==> src/rtl/nextpc_pkg.sv <==
package nextpc_pkg;

  localparam int unsigned XLEN       = 32;
  localparam int unsigned INSN_BYTES = 4;

  typedef enum logic [1:0] {
    FLOW_SEQ  = 2'b00,
    FLOW_BR   = 2'b01,
    FLOW_JREL = 2'b10,
    FLOW_JREG = 2'b11
  } flow_e;

  typedef enum logic [2:0] {
    CND_EQ  = 3'b000,
    CND_NE  = 3'b001,
    CND_RS2 = 3'b010,
    CND_RS3 = 3'b011,
    CND_LT  = 3'b100,
    CND_GE  = 3'b101,
    CND_LTU = 3'b110,
    CND_GEU = 3'b111
  } cond_e;

  // Address arithmetic wraps at the word width.
  function automatic logic [XLEN-1:0] addr_add(input logic [XLEN-1:0] base,
                                               input logic [XLEN-1:0] delta);
    return base + delta;
  endfunction

  // Unsigned ordering taken from the borrow out of a widened subtraction.
  function automatic logic borrow_lt(input logic [XLEN-1:0] a,
                                     input logic [XLEN-1:0] b);
    logic [XLEN:0] d;
    d = {1'b0, a} - {1'b0, b};
    return d[XLEN];
  endfunction

endpackage

==> src/rtl/nextpc_cmp.sv <==
module nextpc_cmp
  import nextpc_pkg::*;
#(
  parameter int unsigned W = XLEN
) (
  input  logic [W-1:0] op_a,
  input  logic [W-1:0] op_b,
  input  logic [2:0]   sel,
  output logic         holds
);
  localparam int unsigned MSB = W - 1;

  logic [W:0] diff_w;
  logic       same_w;
  logic       below_u_w;
  logic       below_s_w;
  logic       sign_split_w;

  assign diff_w       = {1'b0, op_a} - {1'b0, op_b};
  assign same_w       = (op_a == op_b);
  assign below_u_w    = diff_w[W];
  assign sign_split_w = op_a[MSB] ^ op_b[MSB];
  // When the signs differ, the negative operand is the smaller one.
  assign below_s_w    = sign_split_w ? op_a[MSB] : below_u_w;

  always_comb begin
    case (sel)
      CND_EQ:  holds = same_w;
      CND_NE:  holds = !same_w;
      CND_LT:  holds = below_s_w;
      CND_GE:  holds = !below_s_w;
      CND_LTU: holds = below_u_w;
      CND_GEU: holds = !below_u_w;
      default: holds = 1'b0;
    endcase
  end

  always_comb begin
    if (same_w) begin
      AST_EQ_NOT_BELOW: assert (!below_u_w && !below_s_w) else $error("equal operands ordered");
    end
    if (sign_split_w) begin
      AST_SIGN_SPLIT: assert (below_s_w != below_u_w) else $error("signed/unsigned agree across sign");
    end
    if (sel == CND_RS2 || sel == CND_RS3) begin
      AST_RESERVED_FALSE: assert (!holds) else $error("reserved code holds");
    end
  end

endmodule

==> src/rtl/nextpc_target.sv <==
module nextpc_target
  import nextpc_pkg::*;
#(
  parameter int unsigned W    = XLEN,
  parameter int unsigned STEP = INSN_BYTES
) (
  input  logic [W-1:0] pc_i,
  input  logic [W-1:0] base_reg,
  input  logic [W-1:0] offset,
  input  logic [1:0]   kind,
  input  logic         cond_ok,
  output logic [W-1:0] next_pc,
  output logic         taken,
  output logic [W-1:0] ret_addr
);
  localparam logic [W-1:0] STEP_V   = W'(STEP);
  localparam logic [W-1:0] LSB_MASK = ~W'(1);

  logic [W-1:0] seq_pc_w;
  logic [W-1:0] rel_pc_w;
  logic [W-1:0] reg_pc_w;
  logic         redirect_w;

  assign seq_pc_w = addr_add(pc_i, STEP_V);
  assign rel_pc_w = addr_add(pc_i, offset);
  assign reg_pc_w = addr_add(base_reg, offset) & LSB_MASK;

  always_comb begin
    case (kind)
      FLOW_BR:   redirect_w = cond_ok;
      FLOW_JREL: redirect_w = 1'b1;
      FLOW_JREG: redirect_w = 1'b1;
      default:   redirect_w = 1'b0;
    endcase
  end

  always_comb begin
    if (!redirect_w)            next_pc = seq_pc_w;
    else if (kind == FLOW_JREG) next_pc = reg_pc_w;
    else                        next_pc = rel_pc_w;
  end

  assign taken    = redirect_w;
  assign ret_addr = seq_pc_w;

  always_comb begin
    if (kind == FLOW_SEQ) begin
      AST_SEQ_NOT_TAKEN: assert (!taken) else $error("sequential flow taken");
    end
    if (!taken) begin
      AST_FALLTHRU_IS_RET: assert (next_pc == ret_addr) else $error("fall-through differs from return");
    end
    if (kind == FLOW_JREL || kind == FLOW_JREG) begin
      AST_JUMP_TAKEN: assert (taken) else $error("jump not taken");
    end
    if (kind == FLOW_JREG) begin
      AST_JREG_EVEN: assert (!next_pc[0]) else $error("register jump target odd");
    end
  end

endmodule

==> src/rtl/nextpc_unit.sv <==
module nextpc_unit
  import nextpc_pkg::*;
#(
  parameter int unsigned W    = XLEN,
  parameter int unsigned STEP = INSN_BYTES
) (
  input  logic [W-1:0] pc_i,
  input  logic [W-1:0] src_a,
  input  logic [W-1:0] src_b,
  input  logic [W-1:0] offset,
  input  logic [1:0]   flow_kind,
  input  logic [2:0]   cond_sel,
  output logic [W-1:0] next_pc,
  output logic         taken,
  output logic [W-1:0] ret_addr
);
  logic cond_ok_w;

  nextpc_cmp #(.W(W)) u_cmp (
    .op_a  (src_a),
    .op_b  (src_b),
    .sel   (cond_sel),
    .holds (cond_ok_w)
  );

  nextpc_target #(.W(W), .STEP(STEP)) u_tgt (
    .pc_i     (pc_i),
    .base_reg (src_a),
    .offset   (offset),
    .kind     (flow_kind),
    .cond_ok  (cond_ok_w),
    .next_pc  (next_pc),
    .taken    (taken),
    .ret_addr (ret_addr)
  );

  always_comb begin
    if (flow_kind == FLOW_BR && cond_ok_w) begin
      AST_BR_TAKEN: assert (taken) else $error("true branch not taken");
    end
  end

endmodule

==> config.mk <==
export PLATFORM = sky130hd
export DESIGN_NAME = nextpc_unit
export DESIGN_NICKNAME = d
export VERILOG_FILES = /design/src/rtl/nextpc_pkg.sv /design/src/rtl/nextpc_cmp.sv /design/src/rtl/nextpc_target.sv /design/src/rtl/nextpc_unit.sv
export SDC_FILE = /design/constraint.sdc
export NUM_CORES = 1
export LEC_CHECK = 0
export ABC_CLOCK_PERIOD_IN_PS = 3600
export BUFFER_PORTS_ARGS = -buffer_cell sky130_fd_sc_hd__buf_2
export CAP_MARGIN = 20
export CORE_MARGIN = 4
export CORE_UTILIZATION = 40
export DETAILED_ROUTE_END_ITERATION = 7
export PLACE_DENSITY_LB_ADDON = 0.12
export SLEW_MARGIN = 5
export SYNTH_ARGS = -nofsm -noshare
export SYNTH_HDL_FRONTEND = slang
export SYNTH_SLANG_ARGS = --single-unit
==> constraint.sdc <==
create_clock -name vclk -period 3.6
set_input_delay 0.54 -clock vclk [all_inputs]
set_output_delay 0.54 -clock vclk [all_outputs]
set_load 0.02 [all_outputs]
# Yosys cells after proc, flatten, opt, wreduce, memory -nomap -nowiden
# Cells that the tools add are included.
totals:
  memories: 0
  ram_bits: 0
  mem_bits_ro: 0
  wordCells: 24
  regBits: 0
  input_bits: 133
  output_inout_bits: 65
  latch_bits: 0
classes:
  n_lt_le_gt_ge: 0
  n_reduce_logical: 5
  div: 0
  multipliers: 0
  shifts: 0
  eq_ne: 9
  add_sub_neg: 4
  n_mux: 5
  bitwise_logic: 1
ops:
  columns: ["op", "count"]
  rows:
  - ["adder 32 bit", 2]
  - ["two-way mux 32 bit", 2]
  - ["subtractor 32 x 32 -> 33 bit", 1]
  - ["adder 32 x 3 -> 32 bit (second input constant)", 1]
  - ["== test 32 bit", 1]
  - ["== test 3 bit (second input constant)", 4]
  - ["case mux 1 bit (6 select lines)", 1]
  - ["== test 2 bit (second input constant)", 2]
  - ["== test 3 x 1 -> 1 bit (second input constant)", 1]
  - ["logical NOT 1 bit", 3]
  - ["logical NOT 3 bit", 1]
  - ["== test 2 x 1 -> 1 bit (second input constant)", 1]
  - ["case mux 1 bit (2 select lines)", 1]
  - ["OR reduction 2 bit", 1]
  - ["two-way mux 1 bit", 1]
  - ["XOR 1 bit", 1]

# Longest topological paths before layout
# Gate-level depths: netlist of run 1.
depth:
  word_depth: 6
  depth_mapped: 13
  depth_no_buf: 12

# Hierarchy
# Synthesis of run 1 repeated with hierarchy kept, for this count alone.
unflattened:
  hier_cells: 757
  area_unflattened_um2: 5182.5
by_module_without_submodules:
  columns: ["mod", "seq_area_each_um2", "instances", "area_each_um2", "cells_per_inst"]
  rows:
  - ["nextpc_target", 0.0, 1, 4262.8, 632]
  - ["nextpc_cmp", 0.0, 1, 919.6, 125]

# Least setup slack after synthesis of run 1
# Ideal clock, no wire load.
synth_path:
  kind: "input-to-output"
  start: "input port offset[1]"
  end: "output port next_pc[24]"
  arrival_ps: 2915
  t_required_ps: 3060
  slack_ps: 145
  n_path_buf: 0
  cell_stages: 11
  cell_sequence: "inv_1 -> fa_1 -> nand2b_2 -> a21oi_1 -> o31ai_2 -> a2111o_1 -> a21boi_1 -> a211oi_1 -> nor3_1 -> a31oi_1 -> a31oi_1"
synth_via:
  elab_chain_len: 3
  elab_cells_between_ends: 4
  cone_classes: "add/sub (2); mux (2)"
synth_lines:
  columns: ["element", "line", "text"]
  rows:
  - ["start, declared", "nextpc_unit.sv:10", "input logic [W-1:0] offset,"]
  - ["adder 32 bit", "nextpc_pkg.sv:27", "return base + delta;"]
  - ["two-way mux 32 bit (*)", "nextpc_target.sv:39", "else if (kind == FLOW_JREG) next_pc = reg_pc_w;"]
  - ["two-way mux 32 bit (*)", "nextpc_target.sv:38", "if (!redirect_w) next_pc = seq_pc_w;"]
  - ["end, declared", "nextpc_unit.sv:13", "output logic [W-1:0] next_pc,"]
# Mark *: on every way between the ends. The rest lies on a longest branch, timed or not.

# Worst setup path in the final report of run 1
layout_path:
  start: "input port src_a[16]"
  end: "output port next_pc[24]"
layout_via:
  elab_chain_len: 6
  elab_cells_between_ends: 11
  cone_classes: "add/sub (2); eq/ne (1); mux (5); reduce/logical (3)"
layout_lines:
  columns: ["element", "line", "text"]
  rows:
  - ["start, declared", "nextpc_unit.sv:8", "input logic [W-1:0] src_a,"]
  - ["subtractor 32 x 32 -> 33 bit", "nextpc_cmp.sv:19", "assign diff_w = {1'b0, op_a} - {1'b0, op_b};"]
  - ["two-way mux 1 bit", "nextpc_cmp.sv:24", "assign below_s_w = sign_split_w ? op_a[MSB] : below_u_w;"]
  - ["logical NOT 1 bit", "nextpc_cmp.sv:31", "CND_GE: holds = !below_s_w;"]
  - ["case mux 1 bit (6 select lines)", "nextpc_cmp.sv:27", "case (sel)"]
  - ["case mux 1 bit (2 select lines)", "nextpc_target.sv:29", "case (kind)"]
  - ["two-way mux 32 bit (*)", "nextpc_target.sv:38", null]
# Marked as above.

==> run_summary.xml, run 1 <==
<?xml version="1.0" encoding="UTF-8"?>
<metrics>
  <group name="sta">
    <metric name="relSlewSlack" unit="%">70.2</metric>
    <metric name="timing.final.crit_period" unit="ns">3.72</metric>
    <metric name="finalHoldViolations" unit="">0</metric>
    <metric name="grt_setup_unrepaired" unit="">true</metric>
    <metric name="achievable-frequency" unit="GHz">0.269</metric>
    <metric name="min_period_over_period" unit="%">103</metric>
    <metric name="report.final.setup_viol" unit="">27</metric>
    <metric name="post-route-worst-setup-slack" unit="ns">-0.120</metric>
    <metric name="slew_viol_final" unit="">0</metric>
    <metric name="worst_pin_slew" unit="ns">0.446</metric>
  </group>
  <group name="placed_design">
    <metric name="post_detailed_placement_cell_area" unit="mm²">0.00707</metric>
    <metric name="gp_congestion" unit="">0.896</metric>
    <metric name="place.detailed.hpwl" unit="µm">16000</metric>
    <metric name="port_buffers" unit="">198</metric>
    <metric name="place_worst_setup_slack" unit="ns">-0.172</metric>
  </group>
  <group name="power">
    <metric name="comb_power_share" unit="%">100.0</metric>
    <metric name="p_sw_share" unit="%">52.9</metric>
    <metric name="p_switching" unit="µW">839</metric>
    <metric name="power.sequential.fraction" unit="%">0</metric>
    <metric name="power_density" unit="mW/mm²">188</metric>
    <metric name="clock_power_share" unit="%">0</metric>
    <metric name="cellInternalPower" unit="µW">746</metric>
    <metric name="vdd_drop_max" unit="mV">0.133</metric>
    <metric name="p_leak" unit="µW">0.00394</metric>
  </group>
  <group name="critical_path">
    <metric name="end_kind" unit="">output port</metric>
    <metric name="critical_path.max_fanout" unit="">7</metric>
    <metric name="cp_data_arrival_time" unit="ns">3.18</metric>
    <metric name="worst_setup_path_start_kind" unit="">primary input</metric>
    <metric name="required" unit="ns">3.06</metric>
    <metric name="crit_type" unit="">primary input to output port</metric>
  </group>
  <group name="die">
    <metric name="count_of_standard_cell_rows" unit="">41</metric>
    <metric name="floorplan.initialDensity" unit="%">40.7</metric>
    <metric name="floorplan.die_area" unit="mm²">0.0147</metric>
    <metric name="core_box_area" unit="mm²">0.0126</metric>
    <metric name="ports_placed_on_the_boundary" unit="">198</metric>
    <metric name="floorplan.die.height" unit="µm">121</metric>
    <metric name="width_of_the_die" unit="µm">121</metric>
  </group>
  <group name="synthesis">
    <metric name="netlist_area" unit="mm²">0.00511</metric>
    <metric name="mapped_nets" unit="">991</metric>
    <metric name="synth_top_cells_by_area" unit="">sky130_fd_sc_hd__ha_1 23%, sky130_fd_sc_hd__a21oi_1 8.3%, sky130_fd_sc_hd__xnor2_1 6.2%</metric>
    <metric name="yosysUniqueCellTypes" unit="">75</metric>
    <metric name="synth_area_per_cell" unit="µm²">6.71</metric>
    <metric name="ys_seq_area_share" unit="%">0</metric>
    <metric name="synthesis.instances" unit="">762</metric>
    <metric name="synth.yosys.warnings" unit="">0</metric>
    <metric name="synth.top_cell.area_share" unit="%">23.0</metric>
    <metric name="synth_top_cell_by_area" unit="">sky130_fd_sc_hd__ha_1</metric>
  </group>
  <group name="finish">
    <metric name="finalNetCount" unit="">1298</metric>
    <metric name="final-seq-area" unit="µm²">0</metric>
    <metric name="area.growth.synth_to_final" unit="%">64.6</metric>
    <metric name="antenna_cells_inserted" unit="">0</metric>
    <metric name="multi_input_area" unit="mm²">0.00567</metric>
    <metric name="fillerInstances" unit="">1104</metric>
    <metric name="seq_cells" unit="">0</metric>
    <metric name="clkbuf_count" unit="">0</metric>
    <metric name="drive_above_1_share" unit="%">44.0</metric>
    <metric name="finish.instance_area" unit="mm²">0.00841</metric>
  </group>
  <group name="global_route">
    <metric name="antenna_found_initial" unit="">0</metric>
    <metric name="overall_overflow_remaining_after_global_route" unit="">0</metric>
    <metric name="grt_pass1_wl" unit="µm">30100</metric>
    <metric name="first_global_vias" unit="">6322</metric>
    <metric name="grt_util_all_layers" unit="%">24.5</metric>
    <metric name="grt_start_max_net_pins" unit="">31</metric>
  </group>
  <group name="route">
    <metric name="avgRoutedWirePerCell" unit="µm">16.7</metric>
    <metric name="drt-initial-drc-count" unit="">435</metric>
    <metric name="wl" unit="µm">20700</metric>
    <metric name="detail_route.drc_violations" unit="">0</metric>
    <metric name="viasPerCell" unit="">5.51</metric>
    <metric name="dr_total_vias" unit="">6824</metric>
    <metric name="antenna_viol_nets_final" unit="">0</metric>
    <metric name="drt_pre_antenna_iters" unit="">7</metric>
  </group>
  <group name="hold_path">
    <metric name="timing.hold.worst.class" unit="">primary input to output port</metric>
  </group>
  <group name="status">
    <metric name="outcome" unit="">finished with violations</metric>
    <metric name="violations" unit="">setup timing</metric>
  </group>
  <group name="job">
    <metric name="drv_cap" unit="">0</metric>
  </group>
</metrics>
## metrics by stage
step                total power (µW)  cells  TNS, ns  utilization [%]  hold slack, ns
detailed placement              1260   1223    -2.47             56.2            1.34
finish                          1580   1239    -1.22             66.9            1.31
global route                    1710   1239    -2.64             66.9            1.32
CTS                             1350   1231        0             59.4            1.34
floorplan                        789    762        0                -            1.16
global placement                1260   1223    -1.21             56.2            1.34
## kinds of logic (layout without fill, tap and decap cells)
group	after synthesis	after routing	synth area share (%)
and+or+nand+nor	273	273	26.0
muxes	8	8	1.64
xor gates and xnor gates	67	67	11.5
buffers and inverters	71	376	5.75
adders and majority gates	96	96	23.8
AOI/OAI and AO/OA	247	247	31.4
## per-layer routing
metal / up-vias / track usage [%] / share of wire [%]
li1: 3434 / - / -
met2: 211 / 41.0 / 47
met5: - / 0 / 0
met3: 27 / 2.61 / 5.5
met1: 3152 / 34.5 / 46
met4: 0 / 3.90 / 1.6
## worst max-delay path: stages
cell and delay, ns:
sky130_fd_sc_hd__buf_6 0.10, sky130_fd_sc_hd__ha_4 0.25, sky130_fd_sc_hd__nand4_1 0.26, sky130_fd_sc_hd__nor4_2 0.39, sky130_fd_sc_hd__buf_4 0.16, sky130_fd_sc_hd__nand3_2 0.05
sky130_fd_sc_hd__xor2_1 0.16, sky130_fd_sc_hd__o31ai_1 0.26, sky130_fd_sc_hd__a21o_1 0.17, sky130_fd_sc_hd__a31o_4 0.19, sky130_fd_sc_hd__buf_12 0.18, sky130_fd_sc_hd__buf_6 0.12
sky130_fd_sc_hd__nor2_1 0.04, sky130_fd_sc_hd__a31oi_1 0.13, sky130_fd_sc_hd__buf_4 0.16
## cell usage in the layout (no fill, tap or decap), types with 31 or more instances in the layout
master / netlist / final
sky130_fd_sc_hd__a21oi_1: 85 / 58
sky130_fd_sc_hd__buf_2: 4 / 146
sky130_fd_sc_hd__buf_4: 5 / 127
sky130_fd_sc_hd__buf_6: 0 / 38
sky130_fd_sc_hd__ha_1: 94 / 67
sky130_fd_sc_hd__inv_1: 53 / 42
sky130_fd_sc_hd__nand2_1: 68 / 66
sky130_fd_sc_hd__nand3_1: 38 / 35
sky130_fd_sc_hd__nor2_1: 74 / 62
sky130_fd_sc_hd__o21ai_0: 44 / 33
sky130_fd_sc_hd__xnor2_1: 36 / 36
sky130_fd_sc_hd__xor2_1: 31 / 31
## final cells by class
class	instances	area share [%]
multi-input cells	691	67.4
repair buffers	323	27.7
well taps	172	2.56
inverters	53	2.42
## path summary, 6_finish.rpt
check | startpoint | endpoint | slack [ns] | cells past startpoint
setup / recovery | src_a[16] | next_pc[24] | -0.12 | 15
hold / removal | pc_i[0] | ret_addr[0] | 1.31 | 2
## power groups by stage
| stage | clock [µW] | sequential (µW) | combinational (µW) |
|---|---|---|---|
| 2_1_floorplan | 0 | 0 | 789 |
| 3_3_place_gp | 0 | 0 | 1260 |
| 3_5_place_dp | 0 | 0 | 1260 |
| 4_1_cts | 0 | 0 | 1350 |
| 5_1_grt | 0 | 0 | 1710 |
| 6_report | 0 | 0 | 1580 |
## repair_timing
item | in CTS | in global routing
pin swaps | 28 | 59
gates resized for setup | 63 | 198
hold buffers | 0 | 0
buffers inserted | 6 | 8
setup endpoints to repair | 30 | 32
hold endpoints to repair | 0 | 0
gates cloned | 2 | 2
## Yosys cell counts (6+ instances only)
cell type and count:
sky130_fd_sc_hd__a211oi_1 13, sky130_fd_sc_hd__a21o_1 19, sky130_fd_sc_hd__a21oi_1 85, sky130_fd_sc_hd__a31oi_1 15, sky130_fd_sc_hd__and2_1 6, sky130_fd_sc_hd__and3_1 8, sky130_fd_sc_hd__clkbuf_1 8, sky130_fd_sc_hd__ha_1 94
sky130_fd_sc_hd__inv_1 53, sky130_fd_sc_hd__nand2_1 68, sky130_fd_sc_hd__nand2b_1 11, sky130_fd_sc_hd__nand3_1 38, sky130_fd_sc_hd__nand4_1 19, sky130_fd_sc_hd__nor2_1 74, sky130_fd_sc_hd__nor2b_1 6, sky130_fd_sc_hd__nor3_1 16
sky130_fd_sc_hd__o21a_1 8, sky130_fd_sc_hd__o21ai_0 44, sky130_fd_sc_hd__or3_1 6, sky130_fd_sc_hd__xnor2_1 36, sky130_fd_sc_hd__xor2_1 31
No activity file was read; power rests on OpenSTA's default activity.
==> inputs of run 2 (changes only) <==
--- a/config.mk
+++ b/config.mk
@@ -9,7 +9,7 @@
 export BUFFER_PORTS_ARGS = -buffer_cell sky130_fd_sc_hd__buf_2
 export CAP_MARGIN = 20
 export CORE_MARGIN = 4
-export CORE_UTILIZATION = 40
+export CORE_UTILIZATION = 53
 export DETAILED_ROUTE_END_ITERATION = 7
 export PLACE_DENSITY_LB_ADDON = 0.12
 export SLEW_MARGIN = 5
==> run_summary.xml, run 2 (same netlist as run 1, synthesis figures left out) <==
<?xml version="1.0" encoding="UTF-8"?>
<metrics>
  <group name="status">
    <metric name="outcome" unit="">finished with violations</metric>
    <metric name="violations" unit="">setup timing</metric>
  </group>
  <group name="global_route">
    <metric name="first_global_vias" unit="">7022</metric>
    <metric name="grt_pass1_wl" unit="µm">32100</metric>
    <metric name="overall_overflow_remaining_after_global_route" unit="">0</metric>
    <metric name="antenna_found_initial" unit="">0</metric>
    <metric name="grt_start_max_net_pins" unit="">31</metric>
    <metric name="grt_util_all_layers" unit="%">33.8</metric>
  </group>
  <group name="die">
    <metric name="core_box_area" unit="mm²">0.00933</metric>
    <metric name="floorplan.initialDensity" unit="%">54.8</metric>
    <metric name="floorplan.die_area" unit="mm²">0.0113</metric>
    <metric name="width_of_the_die" unit="µm">106</metric>
    <metric name="count_of_standard_cell_rows" unit="">35</metric>
    <metric name="ports_placed_on_the_boundary" unit="">198</metric>
    <metric name="floorplan.die.height" unit="µm">106</metric>
  </group>
  <group name="sta">
    <metric name="worst_pin_slew" unit="ns">0.602</metric>
    <metric name="report.final.setup_viol" unit="">33</metric>
    <metric name="grt_setup_unrepaired" unit="">true</metric>
    <metric name="min_period_over_period" unit="%">108</metric>
    <metric name="finalHoldViolations" unit="">0</metric>
    <metric name="slew_viol_final" unit="">0</metric>
    <metric name="achievable-frequency" unit="GHz">0.256</metric>
    <metric name="timing.final.crit_period" unit="ns">3.91</metric>
    <metric name="post-route-worst-setup-slack" unit="ns">-0.306</metric>
    <metric name="relSlewSlack" unit="%">59.5</metric>
  </group>
  <group name="power">
    <metric name="vdd_drop_max" unit="mV">0.130</metric>
    <metric name="p_switching" unit="µW">867</metric>
    <metric name="cellInternalPower" unit="µW">721</metric>
    <metric name="p_sw_share" unit="%">54.6</metric>
    <metric name="power.sequential.fraction" unit="%">0</metric>
    <metric name="clock_power_share" unit="%">0</metric>
    <metric name="p_leak" unit="µW">0.00382</metric>
    <metric name="power_density" unit="mW/mm²">197</metric>
    <metric name="comb_power_share" unit="%">100.0</metric>
  </group>
  <group name="route">
    <metric name="drt-initial-drc-count" unit="">837</metric>
    <metric name="viasPerCell" unit="">6.53</metric>
    <metric name="detail_route.drc_violations" unit="">0</metric>
    <metric name="wl" unit="µm">24300</metric>
    <metric name="drt_pre_antenna_iters" unit="">5</metric>
    <metric name="dr_total_vias" unit="">7642</metric>
    <metric name="antenna_viol_nets_final" unit="">0</metric>
    <metric name="avgRoutedWirePerCell" unit="µm">20.8</metric>
  </group>
  <group name="finish">
    <metric name="antenna_cells_inserted" unit="">0</metric>
    <metric name="finalCoreUtilization" unit="%">86.3</metric>
    <metric name="finish.instance_area" unit="mm²">0.00805</metric>
    <metric name="finalNetCount" unit="">1272</metric>
    <metric name="final-seq-area" unit="µm²">0</metric>
    <metric name="mostFrequentLayoutCell" unit="">sky130_fd_sc_hd__buf_2</metric>
    <metric name="seq_cells" unit="">0</metric>
    <metric name="most_frequent_cells_in_the_layout" unit="">142 x sky130_fd_sc_hd__buf_2, 106 x sky130_fd_sc_hd__buf_4, 75 x sky130_fd_sc_hd__a21oi_1</metric>
    <metric name="drive_above_1_share" unit="%">40.1</metric>
    <metric name="clkbuf_count" unit="">0</metric>
    <metric name="final-instance-count-excl-fill" unit="">1170</metric>
    <metric name="area.growth.synth_to_final" unit="%">57.4</metric>
  </group>
  <group name="placed_design">
    <metric name="place.detailed.hpwl" unit="µm">16100</metric>
    <metric name="place_worst_setup_slack" unit="ns">-0.230</metric>
    <metric name="port_buffers" unit="">198</metric>
    <metric name="dpl.cell_count" unit="">1147</metric>
    <metric name="post_detailed_placement_cell_area" unit="mm²">0.00676</metric>
    <metric name="gp_congestion" unit="">1.00</metric>
  </group>
  <group name="critical_path">
    <metric name="end_kind" unit="">output port</metric>
    <metric name="required" unit="ns">3.06</metric>
    <metric name="worst_setup_path_start_kind" unit="">primary input</metric>
    <metric name="startpoint" unit="">src_b[15]</metric>
    <metric name="cp_data_arrival_time" unit="ns">3.37</metric>
    <metric name="crit_type" unit="">primary input to output port</metric>
    <metric name="critical_path.max_fanout" unit="">4</metric>
    <metric name="worst_setup_path_endpoint" unit="">next_pc[2]</metric>
  </group>
  <group name="hold_path">
    <metric name="timing.hold.worst.class" unit="">primary input to output port</metric>
  </group>
  <group name="clock_tree">
    <metric name="postCtsHoldBufs" unit="">0</metric>
  </group>
  <group name="job">
    <metric name="drv_cap" unit="">0</metric>
  </group>
</metrics>
[run 2: cell count changes in the layout (fill, tap and decap cells not counted), moves of 4 or more]
cell / delta
sky130_fd_sc_hd__buf_4: -21
sky130_fd_sc_hd__a21oi_1: +17
sky130_fd_sc_hd__buf_2: -4
sky130_fd_sc_hd__nor2_1: +4
sky130_fd_sc_hd__buf_6: -6
sky130_fd_sc_hd__a21oi_2: -10
sky130_fd_sc_hd__a21oi_4: -7
[run 2: how the worst min path moves through the flow]
stage               slack (ns)  cells past startpoint          end    start
detailed placement        1.33                      2  ret_addr[0]  pc_i[0]
floorplan                 1.16                      1  ret_addr[2]  pc_i[2]
global route              1.33                      2  ret_addr[0]  pc_i[0]
CTS                       1.34                      2  ret_addr[0]  pc_i[0]
finish                    1.33                      2  ret_addr[0]  pc_i[0]
global placement          1.34                      2  ret_addr[0]  pc_i[0]
[run 2: critical path: stages]
cell                       delay, ns
sky130_fd_sc_hd__buf_2          0.09
sky130_fd_sc_hd__inv_2          0.05
sky130_fd_sc_hd__ha_4           0.27
sky130_fd_sc_hd__nand4_1        0.21
sky130_fd_sc_hd__nor4_2         0.39
sky130_fd_sc_hd__buf_4          0.21
sky130_fd_sc_hd__o21ai_2        0.07
sky130_fd_sc_hd__a31oi_4        0.24
sky130_fd_sc_hd__o221ai_2       0.17
sky130_fd_sc_hd__o31ai_4        0.08
sky130_fd_sc_hd__a31o_4         0.21
sky130_fd_sc_hd__buf_8          0.16
sky130_fd_sc_hd__buf_12         0.11
sky130_fd_sc_hd__buf_16         0.11
sky130_fd_sc_hd__nor2_1         0.05
sky130_fd_sc_hd__a21oi_1        0.20
sky130_fd_sc_hd__buf_4          0.20
[run 2: through the flow]
step	total power (µW)	TNS (ns)	hold WS, ns
floorplan	789	0	1.16
global placement	1210	-2.14	1.34
detailed placement	1240	-4.08	1.33
CTS	1370	-0.392	1.34
global route	1680	-6.61	1.33
finish	1590	-5.54	1.33
[run 2: what timing repair did]
| action | CTS | global route |
|---|---|---|
| pin swaps | 27 | 38 |
| resized for setup | 104 | 120 |
| setup endpoints to repair | 33 | 35 |
| buffers inserted | 11 | 10 |
| gates cloned | 3 | 0 |
[run 2: cell type report]
| type | count | area, µm² |
|---|---|---|
| Fill cell | 537 | 1280 |
| Inverter | 53 | 206 |
| Tap cell | 129 | 161 |
| Multi-Input combinational cell | 691 | 5480 |
| Timing Repair Buffer | 297 | 2200 |
[run 2: power by group through the flow]
| stage | combinational, µW | sequential (µW) | clock (µW) |
|---|---|---|---|
| 4_1_cts | 1370 | 0 | 0 |
| 6_report | 1590 | 0 | 0 |
| 2_1_floorplan | 789 | 0 | 0 |
| 5_1_grt | 1680 | 0 | 0 |
| 3_3_place_gp | 1210 | 0 | 0 |
| 3_5_place_dp | 1240 | 0 | 0 |
[run 2: metal layers]
| layer | track usage, % | share of wire (%) | vias up |
|---|---|---|---|
| met5 | 0 | 0 | - |
| met4 | 13.7 | 5.5 | 0 |
| met3 | 5.40 | 11 | 143 |
| met2 | 59.5 | 48 | 605 |
| met1 | 40.6 | 36 | 3511 |
| li1 | - | - | 3383 |
==> inputs of run 3 (changes only) <==
--- a/config.mk
+++ b/config.mk
@@ -8,9 +8,11 @@
 export ABC_CLOCK_PERIOD_IN_PS = 3600
 export BUFFER_PORTS_ARGS = -buffer_cell sky130_fd_sc_hd__buf_2
 export CAP_MARGIN = 20
+export CORE_ASPECT_RATIO = 0.8
 export CORE_MARGIN = 4
 export CORE_UTILIZATION = 53
 export DETAILED_ROUTE_END_ITERATION = 7
+export MAX_ROUTING_LAYER = met4
 export PLACE_DENSITY_LB_ADDON = 0.12
 export SLEW_MARGIN = 5
 export SYNTH_ARGS = -nofsm -noshare
==> run_summary.xml, run 3 (same netlist as run 1, synthesis figures left out) <==
<?xml version="1.0" encoding="UTF-8"?>
<metrics>
  <group name="route">
    <metric name="avgRoutedWirePerCell" unit="µm">22.7</metric>
    <metric name="drt_pre_antenna_iters" unit="">8</metric>
    <metric name="dr_total_vias" unit="">7799</metric>
    <metric name="antenna_viol_nets_final" unit="">0</metric>
    <metric name="viasPerCell" unit="">6.87</metric>
    <metric name="detail_route.drc_violations" unit="">0</metric>
    <metric name="wl" unit="µm">25800</metric>
    <metric name="drt-initial-drc-count" unit="">978</metric>
  </group>
  <group name="die">
    <metric name="ports_placed_on_the_boundary" unit="">198</metric>
    <metric name="floorplan.die_area" unit="mm²">0.0113</metric>
    <metric name="width_of_the_die" unit="µm">118</metric>
    <metric name="core_box_area" unit="mm²">0.00923</metric>
    <metric name="floorplan.initialDensity" unit="%">55.4</metric>
    <metric name="count_of_standard_cell_rows" unit="">31</metric>
    <metric name="floorplan.die.height" unit="µm">95.8</metric>
  </group>
  <group name="global_route">
    <metric name="grt_util_all_layers" unit="%">34.9</metric>
    <metric name="antenna_found_initial" unit="">0</metric>
    <metric name="grt_start_max_net_pins" unit="">32</metric>
    <metric name="overall_overflow_remaining_after_global_route" unit="">0</metric>
    <metric name="grt_pass1_wl" unit="µm">32000</metric>
    <metric name="first_global_vias" unit="">6562</metric>
  </group>
  <group name="hold_path">
    <metric name="min_from" unit="">pc_i[1]</metric>
    <metric name="whs_endpoint" unit="">ret_addr[1]</metric>
    <metric name="timing.hold.worst.class" unit="">primary input to output port</metric>
    <metric name="holdPathStages" unit="">2</metric>
  </group>
  <group name="critical_path">
    <metric name="crit_type" unit="">primary input to output port</metric>
    <metric name="critical_path.max_fanout" unit="">7</metric>
    <metric name="end_kind" unit="">output port</metric>
    <metric name="cp_data_arrival_time" unit="ns">3.24</metric>
    <metric name="cpPeakStageDelay" unit="ns">0.33</metric>
    <metric name="required" unit="ns">3.06</metric>
    <metric name="cpMaxStageDelayCell" unit="">sky130_fd_sc_hd__ha_1</metric>
    <metric name="number_of_buffer_and_inverter_stages_on_the_critical_path" unit="">5</metric>
    <metric name="cp_top_family" unit="">buffers and inverters</metric>
    <metric name="crit_chain" unit="">buf_2 -&gt; ha_1 -&gt; nand2_1 -&gt; nor4_1 -&gt; buf_4 -&gt; nand3_2 -&gt; xor2_1 -&gt; o31ai_1 -&gt; a21o_1 -&gt; a31o_4 -&gt; buf_12 -&gt; buf_4 -&gt; nand3_1 -&gt; o21ai_1 -&gt; buf_2</metric>
    <metric name="worst_setup_path_start_kind" unit="">primary input</metric>
  </group>
  <group name="clock_tree">
    <metric name="postCtsHoldBufs" unit="">0</metric>
  </group>
  <group name="sta">
    <metric name="post-route-worst-setup-slack" unit="ns">-0.179</metric>
    <metric name="timing.final.crit_period" unit="ns">3.78</metric>
    <metric name="min_period_over_period" unit="%">105</metric>
    <metric name="finalHoldViolations" unit="">0</metric>
    <metric name="grt_setup_unrepaired" unit="">true</metric>
    <metric name="achievable-frequency" unit="GHz">0.265</metric>
    <metric name="relSlewSlack" unit="%">47.0</metric>
    <metric name="slew_viol_final" unit="">0</metric>
    <metric name="final.setup.tns" unit="ns">-2.69</metric>
    <metric name="report.final.setup_viol" unit="">30</metric>
    <metric name="worst_pin_slew" unit="ns">0.795</metric>
  </group>
  <group name="finish">
    <metric name="area.growth.synth_to_final" unit="%">51.6</metric>
    <metric name="finalNetCount" unit="">1252</metric>
    <metric name="final-seq-area" unit="µm²">0</metric>
    <metric name="final-instance-count-excl-fill" unit="">1136</metric>
    <metric name="fillerInstances" unit="">492</metric>
    <metric name="mostFrequentLayoutCell" unit="">sky130_fd_sc_hd__buf_2</metric>
    <metric name="antenna_cells_inserted" unit="">0</metric>
    <metric name="finalCoreUtilization" unit="%">83.9</metric>
    <metric name="drive_above_1_share" unit="%">39.5</metric>
    <metric name="seq_cells" unit="">0</metric>
    <metric name="most_frequent_cells_in_the_layout" unit="">163 x sky130_fd_sc_hd__buf_2, 88 x sky130_fd_sc_hd__buf_4, 70 x sky130_fd_sc_hd__nor2_1, 70 x sky130_fd_sc_hd__ha_1, 68 x sky130_fd_sc_hd__a21oi_1</metric>
    <metric name="clkbuf_count" unit="">0</metric>
  </group>
  <group name="placed_design">
    <metric name="port_buffers" unit="">198</metric>
    <metric name="place.detailed.hpwl" unit="µm">17000</metric>
    <metric name="dpl.cell_count" unit="">1122</metric>
    <metric name="gp_congestion" unit="">1.03</metric>
  </group>
  <group name="status">
    <metric name="outcome" unit="">finished with violations</metric>
    <metric name="violations" unit="">setup timing</metric>
  </group>
  <group name="power">
    <metric name="p_leak" unit="µW">0.00369</metric>
    <metric name="vdd_drop_max" unit="mV">0.160</metric>
    <metric name="total_power" unit="µW">1590</metric>
    <metric name="power_density" unit="mW/mm²">205</metric>
  </group>
  <group name="job">
    <metric name="drv_cap" unit="">0</metric>
  </group>
</metrics>
==> run 3: changes by cell type in the layout (fill, tap and decap cells not counted), sizes merged <==
cell / change
buf: -23
clkbuf: +3
==> run 3: how the worst max path moves through the flow <==
stage / startpoint / end / cells past startpoint
2_1_floorplan: offset[1] / next_pc[24] / 11
3_3_place_gp: offset[1] / next_pc[22] / 13
3_5_place_dp: offset[1] / next_pc[24] / 13
4_1_cts: offset[0] / next_pc[24] / 14
5_1_grt: src_a[6] / next_pc[1] / 15
6_report: src_a[6] / next_pc[1] / 15
==> run 3: per-stage QoR <==
| stage | worst slack [ns] | hold WS (ns) | cell area, µm² |
|---|---|---|---|
| 2_1_floorplan | 0.145 | 1.16 | 5110 |
| 3_3_place_gp | -0.145 | 1.34 | 6660 |
| 3_5_place_dp | -0.196 | 1.34 | 6660 |
| 4_1_cts | -0.0535 | 1.34 | 6840 |
| 5_1_grt | -0.226 | 1.36 | 7750 |
| 6_report | -0.179 | 1.35 | 7750 |
==> run 3: what timing repair did <==
item                       4_1_cts  5_1_grt
setup endpoints to repair       24       34
gates cloned                     1        4
hold endpoints to repair         0        0
gates resized for setup         22      169
buffers inserted                 3        6
pin swaps                        8       56
==> run 3: power by group <==
part	switching, µW	internal, µW
clock network	0	0
logic	912	676
registers	0	0
==> run 3: layout make-up <==
class / instances / area [µm²] / share of cell area (%)
well taps: 115 / 144 / 1.86
multi-input cells: 691 / 5530 / 71.4
inverters: 53 / 204 / 2.63
repair buffers: 277 / 1870 / 24.1
==> run 3: per-layer routing <==
layer | GRT usage (%) | wire length, µm
met5 | - | 0
met4 | 5.66 | 1400
met3 | 6.23 | 3360
met2 | 55.9 | 11200
met1 | 47.1 | 9850
